## src/rtl/tdm_slot_sync.sv

```systemverilog
module tdm_slot_sync #(
  parameter int CHANNELS  = 8,
  parameter int SLOT_BITS = 8
) (
  input  logic                clk,
  input  logic                rst_n,
  output logic [CHANNELS-1:0] sync,
  output logic                frame_start
);
  localparam int BW = (SLOT_BITS > 1) ? $clog2(SLOT_BITS) : 1;
  localparam logic [BW-1:0] LAST_BIT = BW'(SLOT_BITS - 1);
  localparam logic [CHANNELS-1:0] RING_INIT = CHANNELS'(1) << (CHANNELS - 1);

  logic [BW-1:0]       bit_pos;
  logic [CHANNELS-1:0] ring;
  logic                slot_end;
  logic                slot_head;

  assign slot_end  = (bit_pos == LAST_BIT);
  assign slot_head = (bit_pos == '0);

  always_ff @(posedge clk or negedge rst_n) begin
    if (!rst_n) begin
      bit_pos <= LAST_BIT;
      ring    <= RING_INIT;
    end else begin
      bit_pos <= slot_end ? '0 : bit_pos + 1'b1;
      if (slot_end) ring <= {ring[CHANNELS-2:0], ring[CHANNELS-1]};
    end
  end

  assign sync        = slot_head ? ring : '0;
  assign frame_start = slot_head & ring[0];
endmodule

```

## config.mk

```make
export PLATFORM = sky130hd
export DESIGN_NAME = tdm_slot_sync
export DESIGN_NICKNAME = d
export VERILOG_FILES = /design/src/rtl/tdm_slot_sync.sv
export SDC_FILE = /design/constraint.sdc
export NUM_CORES = 1
export LEC_CHECK = 0
export BUFFER_PORTS_ARGS = -buffer_cell sky130_fd_sc_hd__buf_2
export CORE_AREA = 2 2 39 41
export CTS_CLUSTER_SIZE = 25
export DETAILED_ROUTE_END_ITERATION = 10
export DIE_AREA = 0 0 41 43
export PLACE_DENSITY = 0.63
export SETUP_SLACK_MARGIN = 0.02
export SYNTH_ARGS = -nofsm -noshare
export SYNTH_HDL_FRONTEND = slang
export SYNTH_SLANG_ARGS = --single-unit
```

## constraint.sdc

```tcl
create_clock -name clk -period 2 [get_ports clk]
set_clock_uncertainty 0.1 [all_clocks]
set_input_delay 0.4 -clock clk [delete_from_list [all_inputs] [get_ports clk]]
set_output_delay 0.4 -clock clk [all_outputs]
set_load 0.03 [all_outputs]
```

==> reports/qor.txt, run 1 <==
routed vias/inst -> 4.82
DR WL/cell -> 12.9 um
Pwr Total -> 0.375 mW
Area growth, synth to finish -> 21.5%
Setup crit end kind -> output pin
CP max-delay cell -> dfstp_2
FMAX -> 0.523 GHz
Overflow after GRT -> 0
status -> finished, final reports clean
syn nets -> 41
worst relative slew slack -> 82.9%
vias in the first global route -> 345
post-placement cell area -> 613 um2
fin. max-slew vios -> 0
final core occ -> 48.0%
most common cell after layout, fill and taps aside -> buf_2
Fill cells -> 124
top cells by area, synth -> dfrtp_1, mux2_4, dfstp_2
Tcrit/Tclk final -> 95.5%
area share of the largest cell type after synthesis -> 32.0%
CTS tree -> built
total inserted antenna cells -> 0
core area -> 1380 um2
Initial DRC Count -> 8
fin area -> 664 um2
first-pass GRT wire length -> 1460 um
Max-Cap Viols -> 0
Peak VDD IR -> 0.000276 V
Least-Margin Pin Slew -> 257 ps
Fin. Hold Viols -> 0
die area -> 1760 um2
Mapped Cells -> 36
Min Hold Slack -> 409 ps
antenna violations before repair -> 0
Clock Path Buffers -> 2
Pwr Density -> 565 nW/um2
Worst EP required -> 1500 ps
TNS Setup -> 0 ps
HPWL Detailed -> 622 um
worst-path cell chain -> inv_1 > ha_4 > and3b_1 > clkbuf_4
P_leak -> 0.364 nW
Die W -> 41 um
worst path arrival time -> 1410 ps
synthesized area -> 547 um2
GR Util All Layers -> 12.4%
antenna viol nets, final -> 0
CTS H-tree lvls -> 1
commonest cells after routing, fill and taps aside -> buf_2, and3b_1, mux2_4
largest stage delay on the critical path -> 540 ps
Residual DRC -> 0
largest net degree at the start of global routing -> 12
sequential fraction of the synthesis area -> 51.3%
Cell Rows -> 14
via count -> 323
crit path max fanout -> 8
Worst setup SP type -> flip-flop
Yosys reg bits -> 11
crit path time final -> 1910 ps
RSZ-0062 raised after global routing -> false
Detailed Route WL -> 864 um
drt pass-1 iters -> 3
Routability Congestion -> 0.649
share of layout cells above drive strength 1 -> 56.9%
yosys warns -> 0
Crit Path Class -> flip-flop to output pin
Yosys top cell by area -> dfrtp_1
Setup violations, final -> 0
Die H -> 43 um
PortBufs -> 10
Hold Path Class -> flip-flop to flip-flop
clock root buffer -> clkbuf_4
syn avg cell area -> 15.2 um2
Reg clk slew, reported paths -> 70 ps
Synth cell types -> 10
Nets -> 57
# IOs -> 11
clk sinks -> 11
Initial Util -> 39.5%
Worst-Skew Late Latency -> 260 ps
total CTS buffers -> 3
[worst paths after layout]
kind	start	to	slack [ps]	cells past startpoint
min in group asynchronous	rst_n	ring[6]	430	2
max in group asynchronous	rst_n	bit_pos[2]	1100	2
hold reg to reg	bit_pos[0]	bit_pos[0]	410	1
setup reg to reg	bit_pos[0]	ring[2]	400	4
hold / removal	bit_pos[0]	bit_pos[0]	410	1
setup / recovery	bit_pos[0]	frame_start	90	4
[stage by stage]
| stage | setup WS, ps | cells |
|---|---|---|
| floorplan | 200 | 36 |
| global placement | 277 | 62 |
| detailed placement | 271 | 62 |
| CTS | 51.0 | 67 |
| global route | 25.5 | 67 |
| finish | 89.7 | 67 |
[metal layers]
layer	GRT usage [%]	up-vias	part of all wire, %
met5	0	-	0
met4	6.00	0	0
met3	3.14	0	6.3
met2	19.4	8	50
met1	15.1	161	44
li1	-	154	-
[area by class of cell]
type	count	area, um2	share of cell area [%]
repair buffers	13	77.6	11.7
well taps	16	20.0	3.01
multi-input cells	21	253	38.0
clock buffers	4	26.3	3.95
inverters	2	7.51	1.13
flip-flops and latches	11	280	42.2
[synth_stat cells]
library cell and number:
dfrtp_1 7, mux2_4 8, and3b_1 8, buf_6 1, buf_4 1, ha_1 3
dfstp_2 4, inv_1 2, and2b_2 1, nor2_1 1
[kinds of logic after synthesis]
logic type | after synthesis | share of synthesized area (%)
fa+ha+maj | 3 | 6.87
buf+inv | 4 | 4.81
flops | 11 | 51.3
mux | 8 | 22.0
simple gates | 10 | 15.1
[repair_timing]
| item | CTS | global route |
|---|---|---|
| buffers inserted | 0 | 0 |
| gates resized for setup | 1 | 2 |
| endpoints found under the setup margin | 9 | 2 |
| hold endpoints to repair | 7 | 0 |
| hold buffers | 1 | 0 |
[worst max-delay path, delay by kind of cell (launching register included)]
kind,cells,cell delay [ps]
fa+ha+maj,1,180
buf+inv,2,240
flops,1,540
simple gates,1,180
[where the power goes]
group / switching, mW / total (mW) / internal, mW
registers: 0 / 0.223 / 0.223
clock network: 0.0689 / 0.146 / 0.0770
logic: 0.00446 / 0.00644 / 0.00198
total: 0.0734 / 0.375 / 0.302
[state kept, by name (all words and copies together), names as in the netlist]
name	cells
ring	8
bit_pos	3
Power figures use the tool's default switching activity.
==> run 2: changes to the inputs <==
--- a/config.mk
+++ b/config.mk
@@ -5,12 +5,13 @@
 export SDC_FILE = /design/constraint.sdc
 export NUM_CORES = 1
 export LEC_CHECK = 0
+export ABC_AREA = 1
 export BUFFER_PORTS_ARGS = -buffer_cell sky130_fd_sc_hd__buf_2
 export CORE_AREA = 2 2 39 41
 export CTS_CLUSTER_SIZE = 25
 export DETAILED_ROUTE_END_ITERATION = 10
 export DIE_AREA = 0 0 41 43
-export PLACE_DENSITY = 0.63
+export PLACE_DENSITY = 0.61
 export SETUP_SLACK_MARGIN = 0.02
 export SYNTH_ARGS = -nofsm -noshare
 export SYNTH_HDL_FRONTEND = slang
==> reports/qor.txt, run 2 <==
clock root buffer -> clkbuf_4
EDFF count, synth -> 0 (unchanged)
Yosys top cell by area -> dfrtp_1
Synth cell types -> 7 (-3)
count leader, synth -> nand2_1
syn nets -> 69 (+68%)
footprint of the multi-input gates -> 176 um2 (-30%)
Detailed Route WL -> 888 um (+2.8%)
Reg clk slew, reported paths -> 70 ps (about the same)
GR Util All Layers -> 13.4% (+0.94 points)
fin. max-slew vios -> 0 (unchanged)
status -> finished, final reports clean
Routability Congestion -> 0.734 (+13%)
syn avg cell area -> 8.02 um2 (-47%)
antenna violations before repair -> 0 (unchanged)
total CTS buffers -> 3 (unchanged)
worst path arrival time -> 1400 ps (about the same)
Initial Util -> 37.1% (-2.4 points)
most common cell after layout, fill and taps aside -> nand2_1
Worst setup SP type -> flip-flop
Clock Path Buffers -> 2 (unchanged)
dpl cells -> 89 (+44%)
Overflow after GRT -> 0 (unchanged)
FF+latch area -> 280 um2 (unchanged)
Least-Margin Pin Slew -> 245 ps (-11.9 ps)
TNS Setup -> 0 ps (unchanged)
Peak VDD IR -> 0.000351 V (+27%)
synth cell count leaders -> nand2_1, inv_1, nor2_1, dfrtp_1, dfstp_2
first-pass GRT wire length -> 1460 um (unchanged)
Worst EP required -> 1500 ps (about the same)
PortBufs -> 10 (unchanged)
via count -> 394 (+22%)
Setup violations, final -> 0 (unchanged)
Area growth, synth to finish -> 20.7%
die area -> 1760 um2 (unchanged)
largest net degree at the start of global routing -> 12 (unchanged)
most flop-heavy register -> ring
Worst-Skew Late Latency -> 270 ps (about the same)
synthesized area -> 513 um2 (-6.2%)
fin area -> 619 um2 (-6.8%)
max reg flops -> 8 (unchanged)
share of layout cells above drive strength 1 -> 24.4% (-33 points)
top cells by area, synth -> dfrtp_1, dfstp_2, nand2_1
Yosys reg bits -> 11 (unchanged)
Die W -> 41 um (unchanged)
Crit Path Class -> flip-flop to output pin
commonest cells after routing, fill and taps aside -> nand2_1, inv_1, nor2_1, buf_2, dfrtp_1
CTS tree -> built
total inserted antenna cells -> 0 (unchanged)
Die H -> 43 um (unchanged)
# IOs -> 11 (unchanged)
Pwr Density -> 608 nW/um2 (+7.7%)
routed vias/inst -> 4.19 (-13%)
Fill cells -> 149 (+20%)
Initial DRC Count -> 6 (-2)
Residual DRC -> 0 (unchanged)
FMAX -> 0.527 GHz (+0.76%)
Setup crit end kind -> output pin
crit path time final -> 1900 ps (-14.4 ps)
biggest regs -> ring x8, bit_pos x3
Max-Cap Viols -> 0 (unchanged)
drt pass-1 iters -> 4 (+1)
Cell Rows -> 14 (unchanged)
RSZ-0062 raised after global routing -> false
Synth async-reset ratio -> 100% (unchanged)
area share of the largest cell type after synthesis -> 34.1% (+2.1 points)
post-placement cell area -> 576 um2 (-6.1%)
Fin. Hold Viols -> 0 (unchanged)
core area -> 1380 um2 (unchanged)
DR WL/cell -> 9.45 um (-27%)
worst relative slew slack -> 83.7% (+0.77 points)
vias in the first global route -> 351 (+1.7%)
commonest register cell after synthesis -> dfrtp_1
sequential fraction of the synthesis area -> 54.6% (+3.4 points)
Hold Path Class -> flip-flop to flip-flop
Mapped Cells -> 64 (+78%)
number of non-filler instances in the completed layout -> 94 (+40%)
yosys warns -> 0 (unchanged)
Nets -> 84 (+47%)
CTS H-tree lvls -> 1 (unchanged)
P_leak -> 0.340 nW (-6.6%)
post-CTS setup buffer count -> 0 (unchanged)
clk sinks -> 11 (unchanged)
antenna viol nets, final -> 0 (unchanged)
crit path max fanout -> 8 (unchanged)
Tcrit/Tclk final -> 94.8% (-0.72 points)
[run 2: metal layers]
| layer | GRT usage, % | routed length, um | vias to the layer above |
|---|---|---|---|
| met5 | 0 | 0 | - |
| met4 | 8.00 | 0 | 0 |
| met3 | 7.85 | 50 | 0 |
| met2 | 19.7 | 414 | 10 |
| met1 | 13.9 | 423 | 177 |
| li1 | - | - | 207 |
[run 2: layout make-up]
class | count | share of cell area (%)
multi-input combinational | 38 | 28.5
timing repair buffer | 12 | 10.9
tap | 16 | 3.23
inverter | 13 | 7.88
sequential | 11 | 45.3
clock buffer | 4 | 4.24
[run 2: final timing paths]
path / startpoint / end / slack [ps] / cells after the start
max in group asynchronous: rst_n / bit_pos[0] / 1110 / 2
setup reg to reg: bit_pos[0] / ring[4] / 580 / 5
min in group asynchronous: rst_n / ring[6] / 420 / 2
hold reg to reg: ring[7] / ring[7] / 380 / 2
hold / removal: ring[7] / ring[7] / 380 / 2
setup / recovery: bit_pos[0] / sync[0] / 100 / 5
[run 2: stage by stage]
| step | setup WS, ps | power [mW] | util, % | hold slack, ps |
|---|---|---|---|---|
| final | 104 | 0.376 | 44.8 | 377 |
| after floorplan | 112 | 0.227 | - | 4.41 |
| after global routing | 42.5 | 0.408 | 44.8 | 407 |
| after detailed placement | 275 | 0.232 | 41.6 | 182 |
| after global placement | 290 | 0.232 | 41.6 | 184 |
| after CTS | 57.0 | 0.387 | 44.4 | 378 |
[run 2: logic make-up after synthesis]
| kind of cell | after synthesis | synth area share [%] |
|---|---|---|
| adder cells (fa/ha/maj) | 3 | 7.32 |
| buffers and inverters | 15 | 12.4 |
| AND/OR/NAND/NOR | 35 | 25.6 |
| flip-flops | 11 | 54.6 |
[run 2: timing repair]
item	CTS	global route
hold endpoints to repair	7	0
gates resized for setup	1	1
endpoints found under the setup margin	9	2
pin swaps	0	1
hold buffers	1	0
[run 2: worst max-delay path, cell delays in order (launching register included)]
cell	delay, ps
dfstp_2	540
inv_1	40
ha_1	220
nand2_4	110
nor2_1	50
buf_2	170
[run 2: report_power, final]
group	total, mW	leakage (nW)	internal (mW)	switching, mW
sequential	0.223	0.140	0.223	0
clock	0.147	0.0150	0.0772	0.0703
combinational	0.00627	0.185	0.00199	0.00428
==> run 3: changes to the inputs <==
--- a/config.mk
+++ b/config.mk
@@ -11,7 +11,8 @@
 export CTS_CLUSTER_SIZE = 25
 export DETAILED_ROUTE_END_ITERATION = 10
 export DIE_AREA = 0 0 41 43
-export PLACE_DENSITY = 0.61
+export MAX_ROUTING_LAYER = met4
+export PLACE_DENSITY = 0.71
 export SETUP_SLACK_MARGIN = 0.02
 export SYNTH_ARGS = -nofsm -noshare
 export SYNTH_HDL_FRONTEND = slang
==> constraint.sdc (replaced) <==
create_clock -name clk -period 1.9 [get_ports clk]
set_clock_uncertainty 0.1 [all_clocks]
set_input_delay 0.38 -clock clk [delete_from_list [all_inputs] [get_ports clk]]
set_output_delay 0.38 -clock clk [all_outputs]
set_load 0.03 [all_outputs]
==> reports/qor.txt, run 3 (synthesis results as in run 2) <==
WHS Path Cells -> 2 (unchanged)
vias in the first global route -> 380 (+8.3%)
power share of the clock group -> 39.9% (+0.7 points)
Pwr Density -> 577 nW/um2 (-5.0%)
Int Power -> 0.318 mW (+5.3%)
Reg clk slew, reported paths -> 70 ps (about the same)
CTS H-tree lvls -> 1 (unchanged)
worst r2r dst -> ring[1]
met3 wire length -> 23 um (-54%)
Initial Util -> 37.1% (unchanged)
Detailed Route WL -> 1060 um (+20%)
HPWL Detailed -> 643 um
fin. max-slew vios -> 0 (unchanged)
routed vias/inst -> 4.52 (+7.7%)
P_leak -> 0.344 nW (+1.2%)
met2 WL -> 558 um (+35%)
pre-CTS WS -> 191 ps (-84.3 ps)
fin area -> 696 um2 (+12%)
Initial DRC Count -> 4 (-2)
commonest cells after routing, fill and taps aside -> nand2_1, inv_1, buf_4
worst path arrival time -> 1340 ps (-60 ps)
Overflow after GRT -> 0 (unchanged)
Die W -> 41 um (unchanged)
post-placement cell area -> 576 um2 (unchanged)
share of layout cells above drive strength 1 -> 38.0% (+14 points)
Worst Min Path Start -> ring[7]
Routability Congestion -> 0.769 (+4.8%)
Worst R2R Start -> bit_pos[0]
Sequential Power Share -> 58.4% (-0.8 points)
first-pass GRT wire length -> 1500 um (+3.4%)
crit path max fanout -> 8 (unchanged)
total CTS buffers -> 3 (unchanged)
top sig layer -> met4
FF+latch area -> 280 um2 (unchanged)
clk sinks -> 11 (unchanged)
total inserted antenna cells -> 0 (unchanged)
die area -> 1760 um2 (unchanged)
FMAX -> 0.549 GHz
Tcrit/Tclk final -> 95.9%
Worst-Skew Late Latency -> 270 ps (about the same)
TNS Setup -> 0 ps (unchanged)
antenna violations before repair -> 0 (unchanged)
Fin. Hold Viols -> 0 (unchanged)
Crit Path Class -> flip-flop to output pin
Hold Path Class -> flip-flop to flip-flop
Worst EP required -> 1420 ps (-80 ps)
Die H -> 43 um (unchanged)
flop2flop setup slack -> 490 ps (-90 ps)
Peak VDD IR -> 0.000263 V (-25%)
Setup violations, final -> 0 (unchanged)
Least-Margin Pin Slew -> 261 ps (+16.1 ps)
Comb pwr share -> 1.7% (about the same)
most flop-heavy register -> ring
Fill cells -> 131 (-12%)
Residual DRC -> 0 (unchanged)
largest net degree at the start of global routing -> 12 (unchanged)
biggest regs -> ring x8, bit_pos x3
R2R cell count -> 6 (+1)
Clock Path Buffers -> 2 (unchanged)
# IOs -> 11 (unchanged)
Worst setup SP type -> flip-flop
RSZ-0062 raised after global routing -> false
max reg flops -> 8 (unchanged)
worst-path cell chain -> inv_2 > ha_4 > nand2_8 > nor2_1 > buf_4
Area growth, synth to finish -> 35.6%
status -> finished, final reports clean
Switching Fraction -> 20.9% (+1.1 points)
drt pass-1 iters -> 3 (-1)
core area -> 1380 um2 (unchanged)
footprint of the multi-input gates -> 215 um2 (+22%)
clock root buffer -> clkbuf_4
hold path endpoint -> ring[7]
P_sw -> 0.0838 mW (+12%)
CP max-delay cell -> dfstp_2
Cell Rows -> 14 (unchanged)
Max-Cap Viols -> 0 (unchanged)
crit path time final -> 1820 ps
CTS tree -> built
PortBufs -> 10 (unchanged)
via count -> 429 (+8.9%)
M1 WL -> 461 um (+9.0%)
setup slack after layout -> 77.9 ps (-26.2 ps)
largest stage delay on the critical path -> 540 ps (about the same)
most common cell after layout, fill and taps aside -> nand2_1
Nets -> 85 (+1.2%)
worst relative slew slack -> 82.6% (-1.1 points)
GR Util All Layers -> 13.1% (-0.26 points)
antenna viol nets, final -> 0 (unchanged)
DR WL/cell -> 11.2 um (+18%)
dpl cells -> 89 (unchanged)
Setup crit end kind -> output pin
number of non-filler instances in the completed layout -> 95 (+1.1%)
==> run 3: layout make-up <==
type	instances	share of cell area, %
Multi-Input combinational cell	38	30.9
Tap cell	16	2.88
Clock buffer	4	3.78
Sequential cell	11	40.3
Timing Repair Buffer	13	15.1
Inverter	13	7.01
==> run 3: critical path: cells and delay by family (launching register included) <==
| kind | cells | cell delay [ps] |
|---|---|---|
| fa+ha+maj | 1 | 170 |
| flops | 1 | 540 |
| buf+inv | 2 | 200 |
| simple gates | 2 | 160 |
==> run 3: how the worst max path moves through the flow <==
stage	from	to	slack (ps)	depth (start not counted)
4_1_cts	bit_pos[0]	frame_start	60	5
3_3_place_gp	bit_pos[0]	frame_start	230	5
3_5_place_dp	bit_pos[0]	frame_start	190	5
5_1_grt	bit_pos[1]	sync[6]	30	5
6_report	bit_pos[1]	sync[6]	80	5
2_1_floorplan	bit_pos[0]	sync[0]	30	5
==> run 3: power groups by stage <==
stage / combinational, mW / clock, mW / sequential, mW
detailed placement: 0.00560 / 0 / 0.239
CTS: 0.00709 / 0.167 / 0.234
global route: 0.00793 / 0.184 / 0.234
finish: 0.00700 / 0.160 / 0.234
floorplan: 0.000000130 / 0 / 0.239
global placement: 0.00536 / 0 / 0.239
==> run 3: repair_timing <==
action	in CTS	in global routing
resized for setup	5	27
hold buffers	1	0
endpoints found under the setup margin	9	9
gates cloned	0	0
buffers inserted	1	0
pin swaps	1	3
hold endpoints to repair	7	0
==> run 3: through the flow <==
step	hold WS, ps	util (%)	power [mW]
CTS	383	45.8	0.409
detailed placement	164	41.6	0.244
finish	381	50.3	0.402
floorplan	-15.6	-	0.239
global placement	158	41.6	0.244
global route	410	50.3	0.426
==> run 3: per-layer routing <==
metal | vias to the layer above | track usage [%]
met5 | - | -
met1 | 209 | 14.3
li1 | 210 | -
met2 | 8 | 20.3
met3 | 2 | 3.14
met4 | 0 | 8.00
